`config.mk`:
```
export PLATFORM = sky130hd
export DESIGN_NAME = mem_fault_check
export DESIGN_NICKNAME = d
export VERILOG_FILES = /design/src/rtl/mfc_pkg.sv /design/src/rtl/mfc_align_chk.sv /design/src/rtl/mfc_stack_chk.sv /design/src/rtl/mfc_bus_chk.sv /design/src/rtl/mem_fault_check.sv
export SDC_FILE = /design/constraint.sdc
export NUM_CORES = 1
export LEC_CHECK = 0
export CAP_MARGIN = 20
export CELL_PAD_IN_SITES_DETAIL_PLACEMENT = 0
export CELL_PAD_IN_SITES_GLOBAL_PLACEMENT = 2
export CORE_ASPECT_RATIO = 1.2
export CORE_MARGIN = 2
export CORE_UTILIZATION = 39
export DETAILED_ROUTE_END_ITERATION = 10
export DONT_BUFFER_PORTS = 1
export GPL_TIMING_DRIVEN = 0
export PLACE_DENSITY = 0.91
export REMOVE_ABC_BUFFERS = 1
export SYNTH_ARGS = -nofsm -noshare
export SYNTH_HDL_FRONTEND = slang
export SYNTH_SLANG_ARGS = --single-unit
```
`constraint.sdc`:
```
create_clock -name clk -period 1.7 [get_ports clk]
set_input_delay 0.425 -clock clk [delete_from_list [all_inputs] [get_ports clk]]
set_output_delay 0.425 -clock clk [all_outputs]
set_load 0.02 [all_outputs]
```
`src/rtl/mfc_pkg.sv`:
```
package mfc_pkg;
  typedef enum logic [4:0] {
    CAUSE_NONE      = 5'd0,
    CAUSE_UNALIGNED = 5'd1,
    CAUSE_DBUS      = 5'd3,
    CAUSE_IBUS      = 5'd4,
    CAUSE_STACK     = 5'd7
  } cause_e;

  localparam int CAUSE_W   = 5;
  localparam int RD_LSB    = 5;
  localparam int STORE_BIT = 10;
  localparam int WORD_BIT  = 11;
  localparam int INFO_W    = 12;

  localparam logic [1:0] SZ_BYTE = 2'd0;
  localparam logic [1:0] SZ_HALF = 2'd1;
endpackage

```
`src/rtl/mfc_align_chk.sv`:
```
module mfc_align_chk
  import mfc_pkg::*;
#(
  parameter int AW = 32,
  parameter int RW = 5
) (
  input  logic                acc_valid,
  input  logic [AW-1:0]       acc_addr,
  input  logic [1:0]          acc_size,
  input  logic                acc_store,
  input  logic [RW-1:0]       acc_rd,
  output logic                misal,
  output logic [INFO_W-1:0]   misal_info
);
  logic [1:0] lsb_mask;
  logic       is_word;

  always_comb begin
    is_word = acc_size[1];
    unique case (acc_size)
      SZ_BYTE: lsb_mask = 2'b00;
      SZ_HALF: lsb_mask = 2'b01;
      default: lsb_mask = 2'b11;
    endcase
    misal = acc_valid && ((acc_addr[1:0] & lsb_mask) != 2'b00);
    misal_info = '0;
    misal_info[CAUSE_W-1:0]       = CAUSE_UNALIGNED;
    misal_info[RD_LSB +: RW]      = acc_rd;
    misal_info[STORE_BIT]         = acc_store;
    misal_info[WORD_BIT]          = is_word;
  end

  // a byte access can never be flagged
  always_comb begin
    if (acc_size == SZ_BYTE) a_r2_byte_never_misal: assert (!misal);
  end
endmodule

```
`src/rtl/mfc_stack_chk.sv`:
```
module mfc_stack_chk #(
  parameter int AW = 32
) (
  input  logic          acc_valid,
  input  logic          acc_stack,
  input  logic [AW-1:0] acc_addr,
  input  logic [AW-1:0] stk_lo,
  input  logic [AW-1:0] stk_hi,
  output logic          stk_viol
);
  logic below, above;

  always_comb begin
    below    = acc_addr < stk_lo;
    above    = acc_addr > stk_hi;
    stk_viol = acc_valid && acc_stack && (below || above);
  end

  // addresses equal to a bound are inside the window
  always_comb begin
    if (acc_addr == stk_lo || acc_addr == stk_hi)
      a_r4_bound_allowed: assert (!stk_viol || (stk_lo > stk_hi));
  end
endmodule

```
`src/rtl/mfc_bus_chk.sv`:
```
module mfc_bus_chk (
  input  logic ibus_err,
  input  logic dbus_err,
  input  logic exc_en,
  input  logic cfg_ibus_exc,
  input  logic cfg_dbus_exc,
  output logic ibus_fire,
  output logic dbus_fire
);
  always_comb begin
    ibus_fire = exc_en && cfg_ibus_exc && ibus_err;
    dbus_fire = exc_en && cfg_dbus_exc && dbus_err;
  end

  // nothing fires without the enable bit
  always_comb begin
    if (!exc_en) a_r7_bus_needs_en: assert (!ibus_fire && !dbus_fire);
  end
endmodule

```
`src/rtl/mem_fault_check.sv`:
```
module mem_fault_check
  import mfc_pkg::*;
#(
  parameter int AW = 32,
  parameter int RW = 5,
  parameter int SW = 32
) (
  input  logic          clk,
  input  logic          rst_n,
  input  logic          acc_valid,
  input  logic [AW-1:0] acc_addr,
  input  logic [1:0]    acc_size,
  input  logic          acc_store,
  input  logic [RW-1:0] acc_rd,
  input  logic          acc_stack,
  input  logic [AW-1:0] stk_lo,
  input  logic [AW-1:0] stk_hi,
  input  logic          ibus_err,
  input  logic          dbus_err,
  input  logic [AW-1:0] berr_addr,
  input  logic          exc_en,
  input  logic          cfg_ibus_exc,
  input  logic          cfg_dbus_exc,
  output logic          exc_req,
  output logic [AW-1:0] fault_addr,
  output logic [SW-1:0] fault_status
);
  localparam int PAD_W = SW - INFO_W;

  logic              misal, stk_viol, ibus_fire, dbus_fire;
  logic [INFO_W-1:0] misal_info;
  logic              fire, req_d;
  logic [AW-1:0]     addr_d;
  logic [INFO_W-1:0] info_d;

  mfc_align_chk #(.AW(AW), .RW(RW)) u_align (
    .acc_valid(acc_valid), .acc_addr(acc_addr), .acc_size(acc_size),
    .acc_store(acc_store), .acc_rd(acc_rd),
    .misal(misal), .misal_info(misal_info)
  );

  mfc_stack_chk #(.AW(AW)) u_stack (
    .acc_valid(acc_valid), .acc_stack(acc_stack), .acc_addr(acc_addr),
    .stk_lo(stk_lo), .stk_hi(stk_hi), .stk_viol(stk_viol)
  );

  mfc_bus_chk u_bus (
    .ibus_err(ibus_err), .dbus_err(dbus_err), .exc_en(exc_en),
    .cfg_ibus_exc(cfg_ibus_exc), .cfg_dbus_exc(cfg_dbus_exc),
    .ibus_fire(ibus_fire), .dbus_fire(dbus_fire)
  );

  // fixed priority: ibus > dbus > misalignment > stack
  always_comb begin
    fire   = 1'b1;
    req_d  = 1'b1;
    addr_d = acc_addr;
    info_d = '0;
    if (ibus_fire) begin
      addr_d = berr_addr;
      info_d[CAUSE_W-1:0] = CAUSE_IBUS;
    end else if (dbus_fire) begin
      addr_d = berr_addr;
      info_d[CAUSE_W-1:0] = CAUSE_DBUS;
    end else if (misal) begin
      info_d = misal_info;
      req_d  = exc_en;
    end else if (stk_viol) begin
      info_d[CAUSE_W-1:0] = CAUSE_STACK;
    end else begin
      fire  = 1'b0;
      req_d = 1'b0;
    end
  end

  always_ff @(posedge clk or negedge rst_n) begin
    if (!rst_n) begin
      exc_req      <= 1'b0;
      fault_addr   <= '0;
      fault_status <= '0;
    end else begin
      exc_req <= req_d;
      if (fire) begin
        fault_addr   <= addr_d;
        fault_status <= {{PAD_W{1'b0}}, info_d};
      end
    end
  end

  // enabled misalignment (no bus error) gives a request with cause 1
  a_r3_misal_req: assert property (@(posedge clk) disable iff (!rst_n)
    (misal && exc_en && !ibus_fire && !dbus_fire) |=>
      (exc_req && fault_status[CAUSE_W-1:0] == CAUSE_UNALIGNED));

  // disabled misalignment records but does not request
  a_r3_misal_quiet: assert property (@(posedge clk) disable iff (!rst_n)
    (misal && !exc_en) |=> (!exc_req && fault_addr == $past(acc_addr)));

  // stack fault requests even with the enable bit clear
  a_r4_stack_req: assert property (@(posedge clk) disable iff (!rst_n)
    (stk_viol && !misal && !ibus_fire && !dbus_fire) |=>
      (exc_req && fault_status[CAUSE_W-1:0] == CAUSE_STACK));

  // instruction-bus error always wins
  a_r8_ibus_first: assert property (@(posedge clk) disable iff (!rst_n)
    ibus_fire |=> (exc_req && fault_status[CAUSE_W-1:0] == CAUSE_IBUS
                   && fault_addr == $past(berr_addr)));

  // nothing fires -> registers hold and no request
  a_r9_hold: assert property (@(posedge clk) disable iff (!rst_n)
    (!misal && !stk_viol && !ibus_fire && !dbus_fire) |=>
      (!exc_req && $stable(fault_addr) && $stable(fault_status)));
endmodule

```
# Word level (Yosys, flattened, before mapping)
# Index checks and enable logic that the tools add are counted.
# op_classes
add_sub_neg	0
mul	0
div	0
magnitude_cmp	2
eq_ne	1
n_shift	0
mux	17
bitwise_logic	1
n_reduce_logical	10
# op_table
cell	count
2-to-1 mux 32 bit	2
> comparator 32 bit	1
< comparator 32 bit	1
2-to-1 mux 7 bit	3
2-to-1 mux 5 bit	3
logical AND 1 bit	7
2-to-1 mux 1 bit	7
one-hot mux 2 bit (2 select lines)	1
2-to-1 mux 3 bit	1
bitwise AND 2 bit	1
equality test 2 x 1 -> 1 bit, second input constant	1
zero test 2 bit	1
nonzero test 2 bit	1
logical OR 1 bit	1
# word_totals
ff_bits	45
latchBits	0
ram_bits	0
mem_bits_ro	0
wordCells	34
mem_count	0

# Logic depth before layout (Yosys ltp)
# depth
depth_word	8
depth_mapped	12
depth_no_buf	10

# Cells and area by module
# Synthesis repeated with hierarchy kept, for this count alone.
# unflattened
cells_unflattened	441
area_unflattened_um2	3882.5
# by_module_without_submodules
module	instances	cells_each	area_each_um2	seq_area_each_um2
mem_fault_check	1	199	2152.1	1126.1
mfc_stack_chk	1	223	1599.0	0.0
mfc_align_chk	1	17	118.9	0.0
mfc_bus_chk	1	2	12.5	0.0

# Least setup slack after synthesis
# Ideal clock, no wire load.
# synth_timing
kind	input port to flip-flop
from	input port stk_hi[22]
to	register fault_addr[17]
setup_ps	125
arrival_ps	2740
path_slack_ps	-1165
cell_stages	12
path_cell_list	inv_1 > ha_1 > a21oi_1 > nand2_1 > a221o_1 > a2111o_1 > a22o_1 > o211ai_2 > nand3b_1 > buf_6 > buf_6 > mux2_4
# synth_between
elab_chain_cells	7
# synth_rtl
item	line_no	text
start, declared	mem_fault_check.sv:17	input logic [AW-1:0] stk_hi,
> comparator 32 bit	mfc_stack_chk.sv:15	above = acc_addr > stk_hi;
logical OR 1 bit	mfc_stack_chk.sv:16	stk_viol = acc_valid && acc_stack && (below || above);
logical AND 1 bit	mfc_stack_chk.sv:16	
2-to-1 mux 1 bit	mem_fault_check.sv:68	end else if (stk_viol) begin
2-to-1 mux 1 bit	mem_fault_check.sv:65	end else if (misal) begin
2-to-1 mux 1 bit	mem_fault_check.sv:62	end else if (dbus_fire) begin
2-to-1 mux 1 bit	mem_fault_check.sv:59	if (ibus_fire) begin
end signal, assigned	mem_fault_check.sv:84	fault_addr <= addr_d;
end, declared	mem_fault_check.sv:25	output logic [AW-1:0] fault_addr,
# No other way between the ends.
# A chain may end at the register's enable or synchronous reset.

# Worst setup path after layout
# layout_timing
from	input port stk_hi[1]
to	register fault_addr[11]
# Same word-level chain as after synthesis.

==> summary.txt <==
Synthesis
  • Largest area contributor in the synthesized netlist: sky130_fd_sc_hd__dfrtp_1
  • Seq cells post-synth: 43
  • Commonest cells in the synthesized netlist: sky130_fd_sc_hd__inv_1, sky130_fd_sc_hd__ha_1, sky130_fd_sc_hd__mux2_2, sky130_fd_sc_hd__dfrtp_1, sky130_fd_sc_hd__a21oi_1
  • Number of warnings issued by yosys: 0
  • Post-synthesis cell area: 3780 µm²
  • Share of the yosys chip area belonging to registers: 0.2847
  • Number of distinct library cell variants in the gate-level netlist after synthesis: 39
  • Number of enable-type register cells in the synthesized netlist: 0
  • Top area cells in the synthesized netlist: sky130_fd_sc_hd__dfrtp_1, sky130_fd_sc_hd__ha_1, sky130_fd_sc_hd__mux2_2
  • Post-synthesis cell count: 396
  • Top flip-flop cell by instance count after synthesis: sky130_fd_sc_hd__dfrtp_1
  • Post-Synthesis Mean Instance Area: 9.545 µm²
  • Asr flop ratio synth: 1.000
  • Most frequently used cell type in the post-synthesis netlist: sky130_fd_sc_hd__inv_1
  • Area share of the leading cell type in the synthesized netlist: 0.2847

Worst setup path
  • R2R Path Start: fault_addr[11]
  • Ordered list of cells on the worst path: inv_4, ha_4, nor2b_1, o211ai_1, a2111oi_2, or4_1, a22o_1, o211ai_2, nand3b_1, buf_6, buf_12, mux2_4
  • Worst Setup End Kind: flip-flop
  • Worst reg2reg path endpoint: fault_addr[11]
  • Origin of the worst setup path: stk_hi[1]
  • Worst setup path class: input pin to flip-flop
  • Worst path buffer plus inverter count: 3
  • Max stage delay cell, worst path: sky130_fd_sc_hd__or4_1
  • Startpoint type of the worst setup path: input pin
  • Endpoint required time on the critical path: 1.86 ns
  • Setup slack of the most critical reg-to-reg path: 0.81 ns
  • Delay-heaviest family, CP: compound AO/OA/AOI/OAI gates
  • Register-to-Register Path Depth: 1
  • Largest stage delay on the critical path: 0.52 ns
  • Arrival time of the worst setup path: 2.78 ns
  • Maximum fanout count along the critical path: 7

Drt
  • Number of search-and-repair iterations in the first detailed-routing pass: 4
  • DRC viols: 0
  • Number of nets still failing antenna checks after routing: 0
  • Total via count after detailed routing: 2810
  • Number of violations reported at the end of detailed-routing iteration 0: 67
  • Post-DR wirelength/cell: 18.28 µm
  • Routed WL: 9.686 mm
  • Ratio of routed vias to standard cells: 5.302

Power
  • Leakage power: 2.151 nW
  • Power density cells: 797.5 nW/µm²
  • Max IR drop VDD: 0.4894 mV

Timing
  • Slew at the pin closest to its max-slew limit: 0.9258 ns
  • Final critical delay including setup and external delays: 2.616 ns
  • Period utilization: 1.539
  • Post-layout worst setup margin: -0.9162 ns
  • Post-Route Skew: 0 ns
  • Endpoints failing setup: 43
  • Unrepaired setup endpoints after global routing: yes
  • Peak Freq: 382.2 MHz
  • Worst relative slew slack: 0.3806
  • Max-slew violation total from the final report: 0
  • Final number of hold-violating endpoints: 0

Final layout
  • Final std cell area, no fill: 4352 µm²
  • Syn-to-layout area delta: 15.13%
  • Number of nets in the layout: 614
  • Inserted Diodes: 0
  • Fraction of layout instances using a drive strength above 1: 0.2875
  • Layout fillers: 913

Global route
  • All-Layer GR Usage: 0.1840
  • Maximum number of pins on one net before global-route repair: 44
  • Global-route wire length before repair: 15.07 mm
  • Via count of the first global-routing pass: 3087
  • Total global routing overflow: 0
  • Antenna violations before repair: 0

Die
  • Die width: 93.87 µm
  • Standard cell core area: 9467 µm²
  • Ports: 210
  • Die extent in y: 111.8 µm
  • Initial core utilization: 0.3993
  • Row count: 39
  • Die Outline Area: 10500 µm²

Clocking
  • Number of clock buffers inserted by TritonCTS: 5
  • CTS tree: built
  • CTS Root Buffer Type: sky130_fd_sc_hd__clkbuf_16
  • Clk slew on worst S/H paths: 0.07 ns
  • CTS HTree Levels: 2
  • Clock latency on the worst-skew pair: 0.29 ns
  • Clock Sink Count: 43
  • Clock Path Buffers: 2

Worst hold path
  • Number of instances on the worst hold path: 2
  • Hold path endpoint: fault_status[7]
  • Startpoint of the lowest-slack hold path: acc_rd[2]
  • Hold/Removal Path Class: input pin to flip-flop

Placement
  • Last weighted congestion value of the routability-driven placer: 0.7884
  • Placement Cell Area: 3849 µm²
  • Buffers added on ports: 0
  • Worst setup slack after placement: -2.099 ns
  • Post-DP HPWL: 7.653 mm

Run status
  • Run status: finished, violations left
  • Violated checks: setup timing

Job
  • Max cap viols: 0
## worst max path at each step
stage	to	slack (ns)	cells past startpoint
after floorplan	fault_addr[17]	-1.95	10
after global placement	fault_addr[14]	-3.08	10
after detailed placement	fault_addr[18]	-2.10	11
after CTS	fault_addr[11]	-0.97	11
after global routing	fault_addr[11]	-1.01	11
final	fault_addr[11]	-0.92	12
## metal layers
layer / global-route usage / routed length (µm) / vias to the layer above
met4: 0.04734 / 130 / 0
met2: 0.3495 / 5204 / 124
li1: - / - / 1358
met3: 0.05142 / 671 / 11
met1: 0.1957 / 3680 / 1317
met5: 0 / 0 / -
## registers in the layout, indices dropped and copies added (netlist names)
| name | count |
|---|---|
| fault_addr | 32 |
| exc_req | 1 |
| fault_status | 10 |
## layout by cell type (no fill, tap or decap), types with 4 or more instances in the layout
cell	count
sky130_fd_sc_hd__clkbuf_16	5
sky130_fd_sc_hd__nand2_1	19
sky130_fd_sc_hd__o211ai_1	4
sky130_fd_sc_hd__ha_1	55
sky130_fd_sc_hd__nor2_1	6
sky130_fd_sc_hd__inv_1	64
sky130_fd_sc_hd__dfrtp_1	43
sky130_fd_sc_hd__conb_1	22
sky130_fd_sc_hd__a21oi_1	23
sky130_fd_sc_hd__o21ai_2	7
sky130_fd_sc_hd__a21o_1	8
sky130_fd_sc_hd__o21ai_0	6
sky130_fd_sc_hd__mux2_4	5
sky130_fd_sc_hd__mux2_2	58
sky130_fd_sc_hd__nand3_1	9
sky130_fd_sc_hd__ha_4	8
sky130_fd_sc_hd__nand4_1	9
## where the power goes
part / internal [W] / switching (W) / total, W / leakage [nW]
combinational: 0.000507 / 0.000454 / 0.000961 / 1.57
clock: 0.000543 / 0.000416 / 0.000959 / 0.0669
sequential: 0.00120 / 0.000350 / 0.00155 / 0.513
total: 0.00225 / 0.00122 / 0.00347 / 2.15
## final cells by class
cell class / instances / area (µm²) / area share
sequential: 43 / 1076 / 0.2473
timing repair buffer: 11 / 176.4 / 0.04054
tap: 123 / 153.9 / 0.03537
inverter: 70 / 277.8 / 0.06383
clock inverter: 2 / 12.51 / 0.002875
multi-input combinational: 275 / 2526 / 0.5805
clock buffer: 6 / 128.9 / 0.02961
## stage by stage
stage / utilization / std cells / hold slack (ns) / TNS, ns / total power (W)
CTS: 0.4529 / 530 / 0.2485 / -37.51 / 0.003514
global route: 0.4597 / 530 / 0.2508 / -39.36 / 0.003691
finish: 0.4597 / 530 / 0.2555 / -34.94 / 0.003471
global placement: 0.4018 / 511 / 0.1303 / -122.53 / 0.002312
detailed placement: 0.4066 / 513 / 0.1307 / -82.26 / 0.002362
floorplan: - / 388 / 0.1294 / -76.55 / 0.002156
## kinds of logic after synthesis
group           count (synthesis)  synth area share
buf+inv                        99            0.1248
simple gates                   57           0.07415
fa+ha+maj                      63            0.2085
flops                          43            0.2847
mux                            63            0.1907
compound gates                 70            0.1162
other cells                     1         0.0009921
## what timing repair did
item                                    4_1_cts  5_1_grt
buffers inserted                              7        1
cloned                                        1        0
endpoints found under the hold margin        43        0
resized for setup                            47       13
hold buffers                                  2        0
endpoints found under the setup margin       43       43
pin swaps                                    18       15
Note: power is estimated with default switching activity, not from simulation.
